File: src/rtl/status_mux_pkg.sv
package status_mux_pkg;

    typedef enum logic [1:0] {
        SEL_READY    = 2'b00,
        SEL_SUPPLY   = 2'b01,
        SEL_ACTIVITY = 2'b10,
        SEL_FRAME    = 2'b11
    } pin_sel_e;

    typedef enum logic {
        ACT_QUIET = 1'b0,
        ACT_BUSY  = 1'b1
    } act_state_e;

    typedef enum logic {
        FW_LOW  = 1'b0,
        FW_HIGH = 1'b1
    } fw_state_e;

endpackage

File: src/rtl/activity_tracker.sv
module activity_tracker
    import status_mux_pkg::*;
#(
    parameter int IDLE_BITS = 32
) (
    input  logic clk,
    input  logic rst_n,
    input  logic sync_stb,
    input  logic bus_rst,
    input  logic j_idle,
    input  logic bit_stb,
    output logic act_flag
);

    localparam int CW = $clog2(IDLE_BITS + 1);
    localparam logic [CW-1:0] LAST_IDLE = CW'(IDLE_BITS - 1);

    act_state_e      state_q, state_n;
    logic [CW-1:0]   idle_cnt_q;
    logic            idle_tick;
    logic            idle_break;

    assign idle_tick  = bit_stb & j_idle;
    assign idle_break = bit_stb & ~j_idle;

    // next state
    always_comb begin
        state_n = state_q;
        unique case (state_q)
            ACT_QUIET: begin
                if (sync_stb && !bus_rst) state_n = ACT_BUSY;
            end
            ACT_BUSY: begin
                if (bus_rst)
                    state_n = ACT_QUIET;
                else if (!sync_stb && idle_tick && idle_cnt_q == LAST_IDLE)
                    state_n = ACT_QUIET;
            end
        endcase
    end

    // state register
    always_ff @(posedge clk or negedge rst_n) begin
        if (!rst_n) state_q <= ACT_QUIET;
        else        state_q <= state_n;
    end

    // idle bit counter
    always_ff @(posedge clk or negedge rst_n) begin
        if (!rst_n)
            idle_cnt_q <= '0;
        else if (state_n == ACT_QUIET || sync_stb || idle_break)
            idle_cnt_q <= '0;
        else if (idle_tick)
            idle_cnt_q <= idle_cnt_q + CW'(1);
    end

    // outputs
    always_comb begin
        act_flag = (state_q == ACT_BUSY);
    end

endmodule

File: src/rtl/frame_wave_gen.sv
module frame_wave_gen
    import status_mux_pkg::*;
#(
    parameter int HALF_FRAME_CLKS = 60000
) (
    input  logic clk,
    input  logic rst_n,
    input  logic frame_stb,
    output logic wave_lvl
);

    localparam int HW = $clog2(HALF_FRAME_CLKS + 1);
    localparam logic [HW-1:0] LAST_HIGH = HW'(HALF_FRAME_CLKS - 1);

    fw_state_e     state_q, state_n;
    logic [HW-1:0] high_cnt_q;

    // next state
    always_comb begin
        state_n = state_q;
        unique case (state_q)
            FW_LOW: begin
                if (frame_stb) state_n = FW_HIGH;
            end
            FW_HIGH: begin
                if (!frame_stb && high_cnt_q == LAST_HIGH) state_n = FW_LOW;
            end
        endcase
    end

    // state register
    always_ff @(posedge clk or negedge rst_n) begin
        if (!rst_n) state_q <= FW_LOW;
        else        state_q <= state_n;
    end

    // high-period counter, restarted by every frame strobe
    always_ff @(posedge clk or negedge rst_n) begin
        if (!rst_n)
            high_cnt_q <= '0;
        else if (frame_stb || state_n == FW_LOW)
            high_cnt_q <= '0;
        else
            high_cnt_q <= high_cnt_q + HW'(1);
    end

    // outputs
    always_comb begin
        wave_lvl = (state_q == FW_HIGH);
    end

endmodule

File: src/rtl/status_pin_mux.sv
module status_pin_mux
    import status_mux_pkg::*;
#(
    parameter int IDLE_BITS       = 32,
    parameter int HALF_FRAME_CLKS = 60000
) (
    input  logic       clk,
    input  logic       rst_n,
    input  logic [1:0] sel,
    input  logic       ready_lvl,
    input  logic       supply_lvl,
    input  logic       sync_stb,
    input  logic       bus_rst,
    input  logic       j_idle,
    input  logic       bit_stb,
    input  logic       frame_stb,
    output logic       status_pin
);

    logic     act_flag;
    logic     wave_lvl;
    logic     pin_d;
    logic     pin_q;
    pin_sel_e sel_e;

    assign sel_e = pin_sel_e'(sel);

    activity_tracker #(
        .IDLE_BITS (IDLE_BITS)
    ) act_i (
        .clk      (clk),
        .rst_n    (rst_n),
        .sync_stb (sync_stb),
        .bus_rst  (bus_rst),
        .j_idle   (j_idle),
        .bit_stb  (bit_stb),
        .act_flag (act_flag)
    );

    frame_wave_gen #(
        .HALF_FRAME_CLKS (HALF_FRAME_CLKS)
    ) wave_i (
        .clk       (clk),
        .rst_n     (rst_n),
        .frame_stb (frame_stb),
        .wave_lvl  (wave_lvl)
    );

    always_comb begin
        unique case (sel_e)
            SEL_READY:    pin_d = ready_lvl;
            SEL_SUPPLY:   pin_d = supply_lvl;
            SEL_ACTIVITY: pin_d = act_flag;
            SEL_FRAME:    pin_d = wave_lvl;
        endcase
    end

    always_ff @(posedge clk or negedge rst_n) begin
        if (!rst_n) pin_q <= 1'b0;
        else        pin_q <= pin_d;
    end

    assign status_pin = pin_q;

endmodule

File: config.mk
export PLATFORM = sky130hd
export DESIGN_NAME = status_pin_mux
export DESIGN_NICKNAME = d
export VERILOG_FILES = /design/src/rtl/status_mux_pkg.sv /design/src/rtl/activity_tracker.sv /design/src/rtl/frame_wave_gen.sv /design/src/rtl/status_pin_mux.sv
export SDC_FILE = /design/constraint.sdc
export NUM_CORES = 1
export LEC_CHECK = 0
export ABC_CLOCK_PERIOD_IN_PS = 1500
export BUFFER_PORTS_ARGS = -buffer_cell sky130_fd_sc_hd__buf_2
export CAP_MARGIN = 25
export CORE_MARGIN = 8
export CORE_UTILIZATION = 40
export CTS_CLUSTER_DIAMETER = 200
export DETAILED_ROUTE_END_ITERATION = 10
export SETUP_SLACK_MARGIN = 0.5
export SYNTH_ARGS = -nofsm -noshare
export SYNTH_HDL_FRONTEND = slang
export SYNTH_HIERARCHICAL = 1
export SYNTH_SLANG_ARGS = --single-unit
export TNS_END_PERCENT = 10
File: constraint.sdc
create_clock -name clk -period 1.5 [get_ports clk]
set_input_delay 0.075 -clock clk [delete_from_list [all_inputs] [get_ports clk]]
set_output_delay 0.075 -clock clk [all_outputs]
set_load 0.03 [all_outputs]
# After elaboration in Yosys (flattened, before gate mapping)
# Cells that the tools add are included.
[word_totals] regBits=25 latch_bits=0 ram_bits=0 romBits=0 input_bits=11 output_inout_bits=1 wordCells=42 memories=0
[classes] n_addsub=2 n_mul=0 div=0 magnitude_cmp=0 n_eq_ne=5 shift=0 n_mux=11 bitwise_logic=7 n_reduce_logical=12
[ops] operator="$add A16 B1 Y16 const B" count=1
[ops] operator="$eq A16 B16 Y1 const B" count=1
[ops] operator="$mux W16" count=1
[ops] operator="$mux W6" count=2
[ops] operator="$add A6 B1 Y6 const B" count=1
[ops] operator="$eq A6 B5 Y1 const B" count=1
[ops] operator="$mux W1" count=5
[ops] operator="$not A1 Y1" count=5
[ops] operator="$eq A2 B2 Y1 const B" count=2
[ops] operator="$logic_and A1 B1 Y1" count=4
[ops] operator="$pmux W1 S2" count=2
[ops] operator="$pmux W1 S4" count=1
[ops] operator="$logic_not A1 Y1" count=3
[ops] operator="$logic_or A1 B1 Y1" count=3
[ops] operator="$and A1 B1 Y1" count=2
[ops] operator="$eq A2 B1 Y1 const B" count=1
[ops] operator="$logic_not A2 Y1" count=1
[ops] operator="$reduce_bool A2 Y1" count=1

# Logic depth before layout (Yosys ltp)
[logic_depth] ltp_word=10 depth_mapped=6 mapped_depth_nobuf=5

# Modules after synthesis
# The synthesis kept the hierarchy.
[by_module_without_submodules] mod="frame_wave_gen" n_inst=1 cells_each=82 area_per_inst_um2=842.1 seq_area_each_um2=425.4
[by_module_without_submodules] mod="activity_tracker" n_inst=1 cells_each=35 area_per_inst_um2=352.8 seq_area_each_um2=175.2
[by_module_without_submodules] mod="status_pin_mux" n_inst=1 cells_each=2 area_per_inst_um2=47.5 seq_area_each_um2=25.0

# Worst setup path after synthesis
# Ideal clock, no wire load.
[synth_path] path_kind="reg2reg" startpoint="reg wave_i.high_cnt_q[0]" endpoint="reg wave_i.high_cnt_q[10]" setup_time_ns=0.121 t_arrival_ns=1.429 required_time_ns=1.379 slack_ns=-0.051 path_stages_with_launch=7 path_buffers=1 period_less_slack_ns=1.551 path_cell_list="dfrtp_1 > ha_1 > and4_2 > nand4_1 > nand3b_1 > buf_2 > nor2_1"
[synth_between] elab_chain_len=7 word_cells_on_any_way=8 cone_classes="1 x add/sub; 1 x eq/ne; 3 x mux; 1 x bitwise; 2 x reduce/logical"
[synth_lines] element="start: declaration" line="frame_wave_gen.sv:16" rtl="logic [HW-1:0] high_cnt_q;"
[synth_lines] element="start signal: assignment" line="frame_wave_gen.sv:44" rtl="high_cnt_q <= high_cnt_q + HW'(1);"
[synth_lines] element="$eq A16 B16 Y1" line="frame_wave_gen.sv:26" rtl="if (!frame_stb && high_cnt_q == LAST_HIGH) state_n = FW_LOW;"
[synth_lines] element="$logic_and A1 B1 Y1" line="frame_wave_gen.sv:26"
[synth_lines] element="$mux W1" line="frame_wave_gen.sv:26"
[synth_lines] element="$pmux W1 S2" line="frame_wave_gen.sv:21" rtl="unique case (state_q)"
[synth_lines] element="$not A1 Y1" line="frame_wave_gen.sv:41" rtl="else if (frame_stb || state_n == FW_LOW)"
[synth_lines] element="$logic_or A1 B1 Y1" line="frame_wave_gen.sv:41"
[synth_lines] element="$mux W16 (*)" line="frame_wave_gen.sv:41"
# Mark *: on every way between the ends. The rest lies on a longest branch, timed or not.
# A chain may end at the register's enable or synchronous reset.

# Worst setup path in the final report
[layout_path] startpoint="reg wave_i.high_cnt_q[0]" endpoint="reg wave_i.high_cnt_q[15]"
# The elaborated chain is that of the path after synthesis.

==> metrics.md <==
| Metric | Value |
|---|---|
| Min Hold Slack | `46.5 ps` |
| Share of flip-flops with an asynchronous set or reset | `1.00` |
| Multi-input logic area | `648 sq um` |
| # rows | `20` |
| Fmax | `0.693 GHz` |
| YS warnings | `6` |
| Sequential standard cell area | `629 sq um` |
| Iteration-0 DRC Markers | `36` |
| Sequential power share | `0.621` |
| Area growth from synthesis to layout | `32.5%` |
| XOR/XNOR Fraction of Synth Area | `0.106` |
| Worst-case clock buffer depth | `2` |
| Critical path required time | `1770 ps` |
| Clock-pin slew on the worst setup and hold paths | `140 ps` |
| Layout cells sized above 1 | `0.325` |
| CTS tree | `yes` |
| Power, Total | `1.12 mW` |
| Vias per cell | `5.42` |
| Core Region | `3000 sq um` |
| Largest family of logic cells by synthesized area | `simple AND/OR/NAND/NOR gates` |
| Final Setup Violations | `0` |
| Min cycle time layout | `1440 ps` |
| Max-slew violation count | `0` |
| GRT overflow | `0` |
| RSZ-0062 raised after global routing | `true` |
| First-pass GRT wire length | `between 4 and 5 mm` |
| Clock root cell | `clkbuf_4` |
| Mapped Nets | `132` |
| Cells after synthesis | `around 120` |
| # H-tree levels | `1` |
| Setup CP Type | `reg -> reg` |
| Antenna diodes | `0` |
| Final nets | `174` |
| Largest net degree at the start of global routing | `26` |
| Vias in the first global route | `1,054` |
| Aggregate routed wire length | `2.73 mm` |
| Sw Share | `0.240` |
| Worst Tran Pin Value | `544 ps` |
| Register bit total from synthesis | `25` |
| Reg2Reg Setup Slack | `around 56 ps` |
| Setup crit end kind | `flip-flop` |
| TritonCTS Buffers | `3` |
| Via count | `1,046` |
| Met2 routed WL | `around 1.5 mm` |
| Post-synth top flop | `dfrtp_1` |
| Initial antenna violation count | `0` |
| Area leader, netlist | `dfrtp_1` |
| Fillers | `260` |
| Internal Power | `approximately 0.85 mW` |
| Hold Path Stages | `2` |
| Total track usage | `0.109` |
| Synth Area in Adders | `0.0201` |
| Worst skew pair latency | `approximately 330 ps` |
| Max Used Layer | `met4` |
| DP HPWL | `1.75 mm` |
| PD cells | `682 nW/um^2` |
| Synth top area share | `0.504` |
| Netlist Area Pre-Place | `1240 sq um` |
| Buffers on Ports | `11` |
| Synth Area in Simple Gates | `0.270` |
| Clk_skew | `18.5 ps` |
| Startpoint Class | `flip-flop` |
| Net switching power | `0.270 mW` |
| Clock power share | `0.272` |
| Multiplexer share of the synthesized area | `0.0262` |
| Final Wtd Congestion | `0.824` |
| Status | `finished, final reports clean` |
| Data arrival, critical path | `1720 ps` |
| DRC | `0` |
| WL/cell | `14.1 um` |
| Clock sinks | `25` |
| I/O pin cnt | `12` |
| Synth area leaders | `dfrtp_1 (50%), xnor2_1 (6.3%), nor2_1 (5.1%), xor2_1 (4.2%), nand4_2 (3.0%)` |
| ANT nets after route | `0` |
| Crit Path Max Fanout | `3` |
| Post-synthesis cell type count | `33` |
| Initial core utilization | `0.414` |
| Syn avg cell area | `10.4 sq um` |
| Comb pwr share | `0.107` |
| Leakage | `around 0.74 nW` |
| Period utilization | `0.962` |
| Worst Reg-to-Reg Cells | `4` |
| Most frequent cells after synthesis | `dfrtp_1 (25), nor2_1 (17), xnor2_1 (9)` |
| Drt pass-1 iters | `4` |
| Post-synth EDFFs | `0` |
| Max VDD drop | `approximately 0.46 mV` |
| Sequential fraction of the synthesis area | `0.504` |
| Worst hold path type | `in -> reg` |
| Die width | `71.7 um` |
| Die Area | `5150 sq um` |
| Compound-Gate Fraction of Synth Area | `0.0554` |
| Max Cap Violations | `0` |
| Detail Route met3 WL | `106 um` |
| Hold Vio Cnt, Final | `0` |
| Top-count cell post-synth | `dfrtp_1` |
| Die height | `71.7 um` |
| Slew Limit Headroom | `0.637` |
| Met1 wire length | `~1.1 mm` |
-- per-layer routing --
layer,vias to the layer above,global-route usage
met5,-,0
met4,0,0.0658
met3,8,0.0363
met2,18,0.189
met1,516,0.112
li1,504,-
-- power groups by stage --
stage / Sequential (mW) / Combinational (mW) / Clock, mW
6_report: 0.697 / 0.120 / 0.306
5_1_grt: 0.698 / 0.135 / 0.343
4_1_cts: 0.695 / 0.114 / 0.320
3_5_place_dp: 0.710 / 0.0877 / 0
3_3_place_gp: 0.710 / 0.0847 / 0
2_1_floorplan: 0.715 / 0.0348 / 0
-- worst max-delay path, cell delays in order (launching register included) --
cell and delay, ps:
dfrtp_1 450, nand4_2 150, or2_4 250, or4_1 410, a21oi_1 150
-- path summary, 6_finish.rpt --
check	endpoint	from
max	wave_i/high_cnt_q[15]	wave_i/high_cnt_q[0]
min	status_pin	ready_lvl
max reg2reg	wave_i/high_cnt_q[15]	wave_i/high_cnt_q[0]
min reg2reg	wave_i/wave_lvl	wave_i/wave_lvl
max in group asynchronous	wave_i/high_cnt_q[5]	rst_n
min in group asynchronous	wave_i/wave_lvl	rst_n
-- through the flow --
step | utilization | area [sq um] | setup TNS, ps | cells | worst slack, ps
2_1_floorplan | - | 1250 | 0 | 119 | 46.5
3_3_place_gp | 0.470 | 1410 | 0 | 170 | 13.7
3_5_place_dp | 0.470 | 1410 | -17.4 | 170 | -17.4
4_1_cts | 0.525 | 1580 | 0 | 190 | 54.2
5_1_grt | 0.548 | 1650 | -55.7 | 193 | -21.7
6_report | 0.548 | 1650 | 0 | 193 | 56.5
-- cell families (layout without fill, tap and decap cells) --
kind of cell / Yosys count / after routing
and+or+nand+nor: 58 / 58
DFF: 25 / 25
xor gates and xnor gates: 15 / 15
AOI/OAI and AO/OA: 11 / 11
buffers and inverters: 6 / 47
adders and majority gates: 2 / 2
muxes: 2 / 2
-- what timing repair did --
action / in CTS / in global routing
pin swaps: 5 / 6
setup endpoints to repair: 24 / 25
hold buffers: 5 / 0
resized for setup: 2 / 8
hold endpoints to repair: 28 / 0
setup buffers: 11 / 3
-- registers in the layout, indices dropped and copies added, names as in the netlist --
| register | count |
|---|---|
| wave_i/high_cnt_q | 16 |
| act_i/idle_cnt_q | 6 |
| act_i/act_flag | 1 |
| status_pin | 1 |
| wave_i/wave_lvl | 1 |
-- final cells by class --
class	count	area share
Clock buffer	4	0.0160
Inverter	5	0.0114
Multi-Input combinational cell	88	0.394
Sequential cell	25	0.382
Tap cell	33	0.0251
Timing Repair Buffer	38	0.172
-- placed cells by master, fill, tap and decap left out, types with 2 or more instances in the layout --
cell	Yosys	routed
dlygate4sd3_1	0	5
nor2_1	17	17
buf_4	0	21
nand3_2	1	2
nand4_1	4	4
dfrtp_1	25	22
nand4_2	3	2
dfrtp_2	0	3
nand2_1	7	7
nor3_1	6	6
or3_1	2	2
xor2_1	6	6
buf_2	1	11
clkbuf_4	0	3
a21oi_1	3	3
inv_1	5	5
o21ai_0	3	3
xnor2_1	9	9
nand3_1	6	5
Note: power is estimated with default switching activity, not from simulation.
